**src/rtl/rtc_alm_pkg.sv**
```systemverilog
package rtc_alm_pkg;
  localparam int BYTE_W = 8;
  localparam int NFIELD = 6;
  localparam int ADDR_W = 5;
  localparam int NEVT   = 4;
  localparam logic [ADDR_W-1:0] ALM_BASE  = 5'h07;
  localparam logic [ADDR_W-1:0] STAT_ADDR = 5'h0E;
  localparam logic [ADDR_W-1:0] IEN_ADDR  = 5'h0F;
  localparam int STAT_ALM_BIT = 6;
  localparam int STAT_PWR_BIT = 7;
  localparam int IEN_TMR_BIT  = 2;
  localparam int IEN_ALM_BIT  = 3;
  localparam int IEN_W        = 4;
endpackage

```
**src/rtl/rtc_alm_store.sv**
```systemverilog
module rtc_alm_store #(
  parameter int BW = 8,
  parameter int NF = 6,
  parameter int AW = 5,
  parameter logic [AW-1:0] BASE = '0
) (
  input  logic           clk,
  input  logic           rst,
  input  logic           wr,
  input  logic [AW-1:0]  addr,
  input  logic [BW-1:0]  wdata,
  output logic [NF*BW-1:0] alm_flat
);
  for (genvar i = 0; i < NF; i++) begin : g_byte
    logic [BW-1:0] q;
    always_ff @(posedge clk) begin
      if (rst) q <= '0;
      else if (wr && addr == BASE + AW'(i)) q <= wdata;
    end
    assign alm_flat[i*BW +: BW] = q;
  end
endmodule

```
**src/rtl/rtc_alm_cmp.sv**
```systemverilog
module rtc_alm_cmp #(
  parameter int BW = 8,
  parameter int NF = 6
) (
  input  logic [NF*BW-1:0] cur,
  input  logic [NF*BW-1:0] alm,
  output logic             match
);
  logic [NF-1:0] eq;
  for (genvar i = 0; i < NF; i++) begin : g_eq
    assign eq[i] = (cur[i*BW +: BW] == alm[i*BW +: BW]);
  end
  assign match = &eq;
endmodule

```
**src/rtl/rtc_alm_evsel.sv**
```systemverilog
module rtc_alm_evsel #(
  parameter int NE = 4,
  localparam int SW = $clog2(NE)
) (
  input  logic [NE-1:0] evt,
  input  logic [SW-1:0] sel,
  output logic          fire
);
  assign fire = evt[sel];
endmodule

```
**src/rtl/rtc_alm_irq.sv**
```systemverilog
module rtc_alm_irq
  import rtc_alm_pkg::*;
#(
  parameter int BW = BYTE_W,
  parameter int NF = NFIELD,
  parameter int AW = ADDR_W,
  parameter int NE = NEVT
) (
  input  logic             clk,
  input  logic             rst,
  input  logic [NF*BW-1:0] cal_time_i,
  input  logic [NE-1:0]    cal_evt_i,
  input  logic             wr_i,
  input  logic [AW-1:0]    addr_i,
  input  logic [BW-1:0]    wdata_i,
  output logic [BW-1:0]    rd_data_o,
  output logic             irq_o
);
  localparam int SW = $clog2(NE);

  logic [NF*BW-1:0] alm_flat;
  logic             match, fire;
  logic [IEN_W-1:0] ien_q, ien_d;
  logic             alm_flag, alm_flag_d, pwr_flag, pwr_flag_d;
  logic             irq_q;
  logic [BW-1:0]    rd_q, rd_d;
  logic             stat_wr, ien_wr;

  rtc_alm_store #(.BW(BW), .NF(NF), .AW(AW), .BASE(ALM_BASE)) u_store (
    .clk(clk), .rst(rst), .wr(wr_i), .addr(addr_i), .wdata(wdata_i),
    .alm_flat(alm_flat)
  );

  rtc_alm_cmp #(.BW(BW), .NF(NF)) u_cmp (
    .cur(cal_time_i), .alm(alm_flat), .match(match)
  );

  rtc_alm_evsel #(.NE(NE)) u_evsel (
    .evt(cal_evt_i), .sel(ien_q[SW-1:0]), .fire(fire)
  );

  assign stat_wr = wr_i && (addr_i == STAT_ADDR);
  assign ien_wr  = wr_i && (addr_i == IEN_ADDR);

  always_comb begin
    ien_d = ien_wr ? wdata_i[IEN_W-1:0] : ien_q;
    // a match on the tick wins over a clear in the same cycle
    if (cal_evt_i[0] && match)                alm_flag_d = 1'b1;
    else if (stat_wr && wdata_i[STAT_ALM_BIT]) alm_flag_d = 1'b0;
    else                                       alm_flag_d = alm_flag;
    pwr_flag_d = (stat_wr && wdata_i[STAT_PWR_BIT]) ? 1'b0 : pwr_flag;
  end

  always_comb begin
    rd_d = '0;
    for (int i = 0; i < NF; i++)
      if (addr_i == ALM_BASE + AW'(i)) rd_d = alm_flat[i*BW +: BW];
    if (addr_i == STAT_ADDR) begin
      rd_d[STAT_ALM_BIT] = alm_flag;
      rd_d[STAT_PWR_BIT] = pwr_flag;
    end
    if (addr_i == IEN_ADDR) rd_d[IEN_W-1:0] = ien_q;
  end

  always_ff @(posedge clk) begin
    if (rst) begin
      ien_q    <= '0;
      alm_flag <= 1'b0;
      pwr_flag <= 1'b1;
      irq_q    <= 1'b0;
      rd_q     <= '0;
    end else begin
      ien_q    <= ien_d;
      alm_flag <= alm_flag_d;
      pwr_flag <= pwr_flag_d;
      irq_q    <= (alm_flag_d && ien_d[IEN_ALM_BIT]) || (fire && ien_q[IEN_TMR_BIT]);
      rd_q     <= rd_d;
    end
  end

  assign rd_data_o = rd_q;
  assign irq_o     = irq_q;

  assert_alarm_set_R3: assert property (@(posedge clk) disable iff (rst)
    (cal_evt_i[0] && match) |=> alm_flag);
  assert_no_tick_no_set_R4: assert property (@(posedge clk) disable iff (rst)
    (!cal_evt_i[0] && !alm_flag) |=> !alm_flag);
  assert_zero_write_keeps_R5: assert property (@(posedge clk) disable iff (rst)
    (stat_wr && !wdata_i[STAT_ALM_BIT] && alm_flag) |=> alm_flag);
  assert_pwr_clear_R5: assert property (@(posedge clk) disable iff (rst)
    (stat_wr && wdata_i[STAT_PWR_BIT]) |=> !pwr_flag);
  assert_irq_held_R6: assert property (@(posedge clk) disable iff (rst)
    (alm_flag && ien_q[IEN_ALM_BIT]) |-> irq_o);
  assert_quiet_disabled_R8: assert property (@(posedge clk) disable iff (rst)
    (!wr_i && !alm_flag && ien_q[IEN_ALM_BIT:IEN_TMR_BIT] == 2'b00 && !(cal_evt_i[0] && match))
      |=> !irq_o);
endmodule

```
**config.mk**
```make
export PLATFORM = sky130hd
export DESIGN_NAME = rtc_alm_irq
export DESIGN_NICKNAME = d
export VERILOG_FILES = /design/src/rtl/rtc_alm_pkg.sv /design/src/rtl/rtc_alm_store.sv /design/src/rtl/rtc_alm_cmp.sv /design/src/rtl/rtc_alm_evsel.sv /design/src/rtl/rtc_alm_irq.sv
export SDC_FILE = /design/constraint.sdc
export NUM_CORES = 1
export LEC_CHECK = 0
export CORE_MARGIN = 2
export CORE_UTILIZATION = 49
export DETAILED_ROUTE_END_ITERATION = 12
export GPL_TIMING_DRIVEN = 0
export HOLD_SLACK_MARGIN = 0.1
export MAX_ROUTING_LAYER = met4
export PLACE_DENSITY = 0.78
export SETUP_SLACK_MARGIN = 0.3
export SLEW_MARGIN = 30
export SYNTH_ARGS = -nofsm -noshare
export SYNTH_HDL_FRONTEND = slang
export SYNTH_SLANG_ARGS = --single-unit
```
**constraint.sdc**
```tcl
create_clock -name clk -period 3.8 [get_ports clk]
set_clock_uncertainty 0.05 [all_clocks]
set_input_delay 0.38 -clock clk [delete_from_list [all_inputs] [get_ports clk]]
set_output_delay 0.38 -clock clk [all_outputs]
set_load 0.05 [all_outputs]
```
==> results by group, run 1 <==
Status
  • Outcome: finished clean

Clock tree
  • CTS Buffer Depth: 2
  • Skew-Pair Late Insertion Delay: 350 ps
  • CTS Buf Count: 9
  • Root buffer cell: clkbuf_8
  • CTS tree: yes
  • Clock Sinks: 63
  • # hold bufs at CTS: 0
  • H-tree depth: 3
  • Setup Fix Bufs, Post-CTS: 0
  • Clk slew on worst S/H paths: 70 ps
  • Post-CTS sizing: 0

Global routing
  • First-pass GRT wire length: 16.5 mm
  • Total track usage: 0.298
  • GRT overflow: 0
  • Initial antenna violation count: 0
  • Largest net degree at the start of global routing: 11
  • Number of global-route vias before repair: 3180

Worst setup path
  • CP delay by family, top: buffers and inverters
  • Max incr delay on CP: 510 ps
  • CP Capture Type: register
  • CP Class: in -> reg
  • Worst reg2reg path depth: 5
  • Critical Path RT: 3980 ps
  • Crit path max fanout: 10
  • Reg2reg end: irq_o
  • FF-to-FF setup slack: 2070 ps
  • CP most frequent cell: clkbuf_1
  • CP bufs+invs: 3
  • Worst r2r src: u_store.g_byte[0].q[4]
  • Slowest cell on crit path: clkdlybuf4s50_1
  • CP startpoint kind: input port
  • Critical path data arrival time: 2530 ps
  • Worst path cell trace: clkdlybuf4s50_1 -> clkbuf_1 -> clkbuf_1 -> nand2_1 -> a21oi_1 -> o22ai_1 -> o21a_1

Die
  • Die ar.: 7590 um2
  • # rows: 30
  • Initial core utilization: 0.504
  • Die Y: 87.1 um
  • Die extent in x: 87.1 um
  • I/O Pins: 77
  • Total core area: 6720 um2

Cells and area
  • Final #Nets: 546
  • Share of layout cells above drive strength 1: 0.0683
  • Area Overhead vs Synth: 30.1%
  • N_diodes: 0

Detailed routing
  • Post-route ant nets: 0
  • Avg Vias per Cell: 5.91
  • # DRC: 0
  • Vias: 3330
  • DR WL/cell: 18.7 um
  • Initial DRC count: 298
  • 1st-pass router iterations: 5
  • WL final: 10.5 mm

Synthesis
  • Synth Register Bits: 63
  • Post-Synthesis Cells: 393
  • Syn. warnings: 0
  • Async SR Flop Fraction: 0
  • Mapped Area: 3380 um2
  • Syn Nets: 461
  • Sequential area share after synthesis: 0.373
  • EDFF count, synth: 0
  • Post-synth cell types: 54
  • Mean Syn Cell Area: 8.61 um2
  • Most common flop cell mapped by yosys: dfxtp_1

Place
  • Port buffer count: 74
  • Gpl congestion: 0.931
  • DP HPWL: 7.88 mm

Timing
  • Period utilization: 0.618
  • Slew HR: 0.458
  • Max-slew violations: 0
  • Setup tns final: 0 ps
  • RSZ-0062 raised after global routing: false
  • Period minus WS final: 2350 ps
  • Final count of hold timing violations: 0
  • Setup violations, final: 0
  • Fmax: 0.426 GHz
  • Tightest Pin Transition: 793 ps

Worst hold path
  • Min-Delay Endpoint: pwr_flag
  • Worst min path class: reg -> reg
  • Worst hold path cell count: 1
  • Beginning of the worst hold path: pwr_flag

Power and ir drop
  • Pleak: 1.62 nW
  • Peak VDD IR: 0.230 mV
  • Power Dens Cells: 319 nW/um2
  • Total power: 1.40 mW

Job
  • Max_cap viols: 0
[metal layers]
layer	track usage	wire length, um	part of all wire	vias to the layer above
met3	0.0664	862	0.082	37
met2	0.456	4840	0.46	187
li1	-	-	-	1564
met4	0.133	412	0.039	0
met5	-	0	0	-
met1	0.377	4410	0.42	1542
[power breakdown]
part	leakage (nW)	switching, mW	internal (mW)	total [mW]
Sequential	0.508	0.00472	0.666	0.671
Clock	0.0894	0.256	0.271	0.527
Combinational	1.02	0.0996	0.105	0.205
Total	1.62	0.361	1.04	1.40
[cells in the mapped netlist (all sizes together), types with 10 or more instances]
library cell  instances  area [um2]
a21oi                23         115
clkbuf               12        45.0
dfxtp                63        1260
inv                  11        41.3
mux2i                39         390
nand2                24        92.6
nand2b               10        62.6
nand3                21         115
nor2                 51         209
nor2b                16         100
xnor2                33         289
[worst max-delay path by stage]
| stage | slack [ps] | depth (start not counted) | startpoint | to |
|---|---|---|---|---|
| after global routing | 1370 | 7 | addr_i[1] | rd_data_o[5] |
| after global placement | 1310 | 7 | addr_i[1] | rd_data_o[6] |
| after floorplan | 2170 | 7 | addr_i[0] | rd_data_o[5] |
| after CTS | 1530 | 7 | addr_i[1] | rd_data_o[5] |
| final | 1450 | 7 | addr_i[1] | rd_data_o[5] |
| after detailed placement | 1290 | 7 | addr_i[1] | rd_data_o[5] |
[cells by family (layout without fill, tap and decap cells)]
logic type | count (synthesis) | after routing | synth area share
muxes | 39 | 39 | 0.115
DFF | 63 | 63 | 0.373
AOI/OAI and AO/OA | 73 | 73 | 0.151
and+or+nand+nor | 150 | 150 | 0.229
buffers and inverters | 32 | 122 | 0.0392
xor gates and xnor gates | 36 | 36 | 0.0932
[state kept, by name (all words and copies together) (netlist names)]
signal and count:
u_store.g_byte.q 48, ien_q 4, irq_o 1, pwr_flag 1
rd_data_o 8, alm_flag 1
[area by class of cell]
| cell class | count | area (um2) |
|---|---|---|
| sequential | 63 | 1260 |
| clock buffer | 13 | 159 |
| fill | 577 | 2320 |
| buffer | 21 | 91.3 |
| multi-input combinational | 298 | 1990 |
| inverter | 11 | 41.3 |
| tap | 80 | 100 |
| timing repair buffer | 74 | 741 |
| clock inverter | 3 | 17.5 |
[stage by stage]
stage / setup slack, ps / hold slack, ps / area (um2) / utilization / instances
after floorplan: 2170 / 377 / 3380 / - / 393
after global placement: 1310 / 384 / 4220 / 0.629 / 547
after detailed placement: 1290 / 391 / 4220 / 0.629 / 547
after CTS: 1530 / 407 / 4400 / 0.655 / 563
after global routing: 1370 / 451 / 4400 / 0.655 / 563
final: 1450 / 405 / 4400 / 0.655 / 563
[layout by cell type (no fill, tap or decap), drive strengths merged, types with 3 or more instances in the layout]
| cell | n |
|---|---|
| buf | 9 |
| nand4 | 9 |
| dfxtp | 63 |
| clkbuf | 25 |
| nand3 | 21 |
| xor2 | 3 |
| a2111o | 3 |
| nor2 | 51 |
| nor2b | 16 |
| a211oi | 3 |
| inv | 11 |
| a21oi | 23 |
| nand2 | 24 |
| xnor2 | 33 |
| a221oi | 6 |
| mux2i | 39 |
| clkdlybuf4s50 | 74 |
| nor3 | 6 |
| o2bb2ai | 5 |
| nand2b | 10 |
| o22ai | 4 |
| o21ai | 8 |
Note: power is estimated with default switching activity, not from simulation.
==> run 2: changes to the inputs <==
--- a/config.mk
+++ b/config.mk
@@ -6,12 +6,12 @@
 export NUM_CORES = 1
 export LEC_CHECK = 0
 export CORE_MARGIN = 2
-export CORE_UTILIZATION = 49
+export CORE_UTILIZATION = 46
 export DETAILED_ROUTE_END_ITERATION = 12
 export GPL_TIMING_DRIVEN = 0
 export HOLD_SLACK_MARGIN = 0.1
 export MAX_ROUTING_LAYER = met4
-export PLACE_DENSITY = 0.78
+export PLACE_DENSITY = 0.77
 export SETUP_SLACK_MARGIN = 0.3
 export SLEW_MARGIN = 30
 export SYNTH_ARGS = -nofsm -noshare
==> constraint.sdc (replaced) <==
create_clock -name clk -period 2.1 [get_ports clk]
set_clock_uncertainty 0.05 [all_clocks]
set_input_delay 0.21 -clock clk [delete_from_list [all_inputs] [get_ports clk]]
set_output_delay 0.21 -clock clk [all_outputs]
set_load 0.05 [all_outputs]
==> run 2 against run 1 <==
Against the previous run:
- core utilization fell by 2.2 points
- sequential share of layout area is 0.88 points lower
- final area increased by 3.2%
- non-clock buffer count grew 6
- count of clock-buffer cells in the layout is 3 lower
- wire length is 2.7% higher
- flip-flop and latch count is the same
- worst setup slack worse by 1100 ps
- via count is 0.96% higher
- clock power rose by 120%
- final cell count grew 4.4%
- critical endpoint is now irq_o
==> results by group, run 2 (synthesized netlist as in run 1, its figures left out) <==
Global routing
  • First-pass GRT wire length: 17.3 mm (was 16.5 mm)
  • Initial antenna violation count: 0 (unchanged)
  • GRT overflow: 0 (unchanged)
  • Total track usage: 0.281 (was 0.298)
  • Largest net degree at the start of global routing: 12 (was 11)
  • Number of global-route vias before repair: 3238 (was 3180)

Detailed routing
  • Post-route ant nets: 0 (unchanged)
  • Avg Vias per Cell: 5.72 (was 5.91)
  • DR WL/cell: 18.4 um (was 18.7 um)
  • Vias: 3362 (was 3330)
  • # DRC: 0 (unchanged)
  • Initial DRC count: 259 (was 298)
  • 1st-pass router iterations: 5 (unchanged)
  • WL final: 10.8 mm (was 10.5 mm)

Power and ir drop
  • Pleak: 1.71 nW (was 1.62 nW)
  • Comb pwr share: 0.138 (was 0.146)
  • Flop pwr share: 0.443 (was 0.478)
  • Power Dens Cells: 604 nW/um2 (was 319 nW/um2)
  • Sw frac: 0.247 (was 0.257)
  • Net Sw Power: 0.676 mW (was 0.361 mW)
  • Cell Int Power: 2.07 mW (was 1.04 mW)
  • Clk network pwr share: 0.420 (was 0.376)
  • Peak VDD IR: 0.362 mV (was 0.230 mV)

Die
  • Initial core utilization: 0.471 (was 0.504)
  • Die Y: 89.8 um (was 87.1 um)
  • I/O Pins: 77 (unchanged)
  • Total core area: 7180 um2 (was 6720 um2)
  • # rows: 31 (was 30)
  • Die ar.: 8060 um2 (was 7590 um2)
  • Die extent in x: 89.8 um (was 87.1 um)

Cells and area
  • Most flops, register: u_store.g_byte.q (unchanged)
  • N_diodes: 0 (unchanged)
  • Area Overhead vs Synth: 34.2% (was 30.1%)
  • Max reg flops: 48 (unchanged)
  • Register area: 1260 um2 (unchanged)
  • Fill cell count: 617 (was 577)
  • Most frequent cells in the layout: 71 x clkdlybuf4s50_1, 63 x dfxtp_1, 47 x nor2_1, 38 x mux2i_1, 33 x xnor2_1 (was 74 x clkdlybuf4s50_1, 63 x dfxtp_1, 48 x nor2_1, 39 x mux2i_1, 33 x xnor2_1)
  • Final instance area: 4540 um2 (was 4400 um2)
  • Final #Nets: 552 (was 546)
  • Multi-input gate area: 2020 um2 (was 1990 um2)
  • Most common cell after layout, fill and taps aside: clkdlybuf4s50_1 (unchanged)
  • Share of layout cells above drive strength 1: 0.0941 (was 0.0683)

Worst setup path
  • Critical Path RT: 2320 ps (was 3980 ps)
  • CP startpoint kind: register (was input port)
  • FF-to-FF setup slack: 370 ps (was 2070 ps)
  • CP Class: reg -> reg (was in -> reg)
  • Critical path data arrival time: 1950 ps (was 2530 ps)
  • Crit path max fanout: 3 (was 10)
  • CP Capture Type: register (unchanged)

Timing
  • Period utilization: 0.825
  • Hold Slack: 316 ps (was 405 ps)
  • RSZ-0062 raised after global routing: false (unchanged)
  • Final count of hold timing violations: 0 (unchanged)
  • Setup violations, final: 0 (unchanged)
  • Period minus WS final: 1730 ps
  • Slew HR: 0.546 (was 0.458)
  • Fmax: 0.577 GHz
  • Max-slew violations: 0 (unchanged)
  • Tightest Pin Transition: 664 ps (was 793 ps)
  • Setup tns final: 0 ps (unchanged)

Clock tree
  • Clk slew on worst S/H paths: 80 ps (was 70 ps)
  • Clock Sinks: 63 (unchanged)
  • Skew-Pair Late Insertion Delay: 350 ps (about the same)
  • CTS Buffer Depth: 2 (unchanged)
  • H-tree depth: 3 (unchanged)
  • Root buffer cell: clkbuf_8 (unchanged)
  • CTS tree: yes (unchanged)
  • CTS Buf Count: 9 (unchanged)
  • # hold bufs at CTS: 0 (unchanged)

Place
  • Gpl congestion: 0.969 (was 0.931)
  • Port buffer count: 74 (unchanged)
  • Post-DP Area: 4250 um2 (was 4220 um2)
  • DP HPWL: 8.14 mm (was 7.88 mm)

Job
  • Max_cap viols: 0 (unchanged)

Status
  • Outcome: finished clean (unchanged)

Worst hold path
  • Worst min path class: in -> reg (was reg -> reg)
run 2: final timing paths:
check | cells past startpoint | endpoint | startpoint
max | 5 | irq_o | u_store.g_byte[4].q[4]
min | 4 | pwr_flag | addr_i[0]
max reg2reg | 5 | irq_o | u_store.g_byte[4].q[4]
min reg2reg | 1 | pwr_flag | pwr_flag
run 2: metrics by stage:
| step | setup slack (ps) | util | power [mW] | instances |
|---|---|---|---|---|
| final | 367 | 0.633 | 2.74 | 588 |
| after floorplan | 644 | - | 1.40 | 393 |
| after detailed placement | -220 | 0.592 | 1.61 | 566 |
| after global placement | -275 | 0.592 | 1.60 | 566 |
| after CTS | 312 | 0.626 | 2.74 | 585 |
| after global routing | 305 | 0.633 | 2.82 | 588 |
run 2: repair_timing:
action / CTS / global route
setup buffers: 3 / 3
setup endpoints to repair: 18 / 10
gates resized for setup: 5 / 7
pin swaps: 2 / 2
run 2: worst max-delay path, stage by stage, from the launching register on:
cell	delay, ps
dfxtp_1	350
xnor2_1	330
nand4_1	210
nor3_1	360
nand4_1	150
o21ai_1	200
run 2: metal layers:
metal | global-route usage | share of wire
met5 | - | 0
met2 | 0.450 | 0.47
met4 | 0.129 | 0.033
met1 | 0.349 | 0.41
met3 | 0.0469 | 0.078
run 2: layout make-up:
cell class,count,share of cell area
Sequential cell,63,0.278
Buffer,21,0.0207
Timing Repair Buffer,80,0.174
Tap cell,99,0.0273
Inverter,11,0.00910
Multi-Input combinational cell,298,0.445
Clock buffer,10,0.0281
Clock inverter,6,0.0185
run 2: power groups by stage:
stage | Combinational [mW] | Clock [mW] | Sequential, mW
global route | 0.402 | 1.21 | 1.21
global placement | 0.362 | 0 | 1.24
floorplan | 0.149 | 0 | 1.25
detailed placement | 0.365 | 0 | 1.24
finish | 0.377 | 1.15 | 1.21
CTS | 0.371 | 1.16 | 1.21
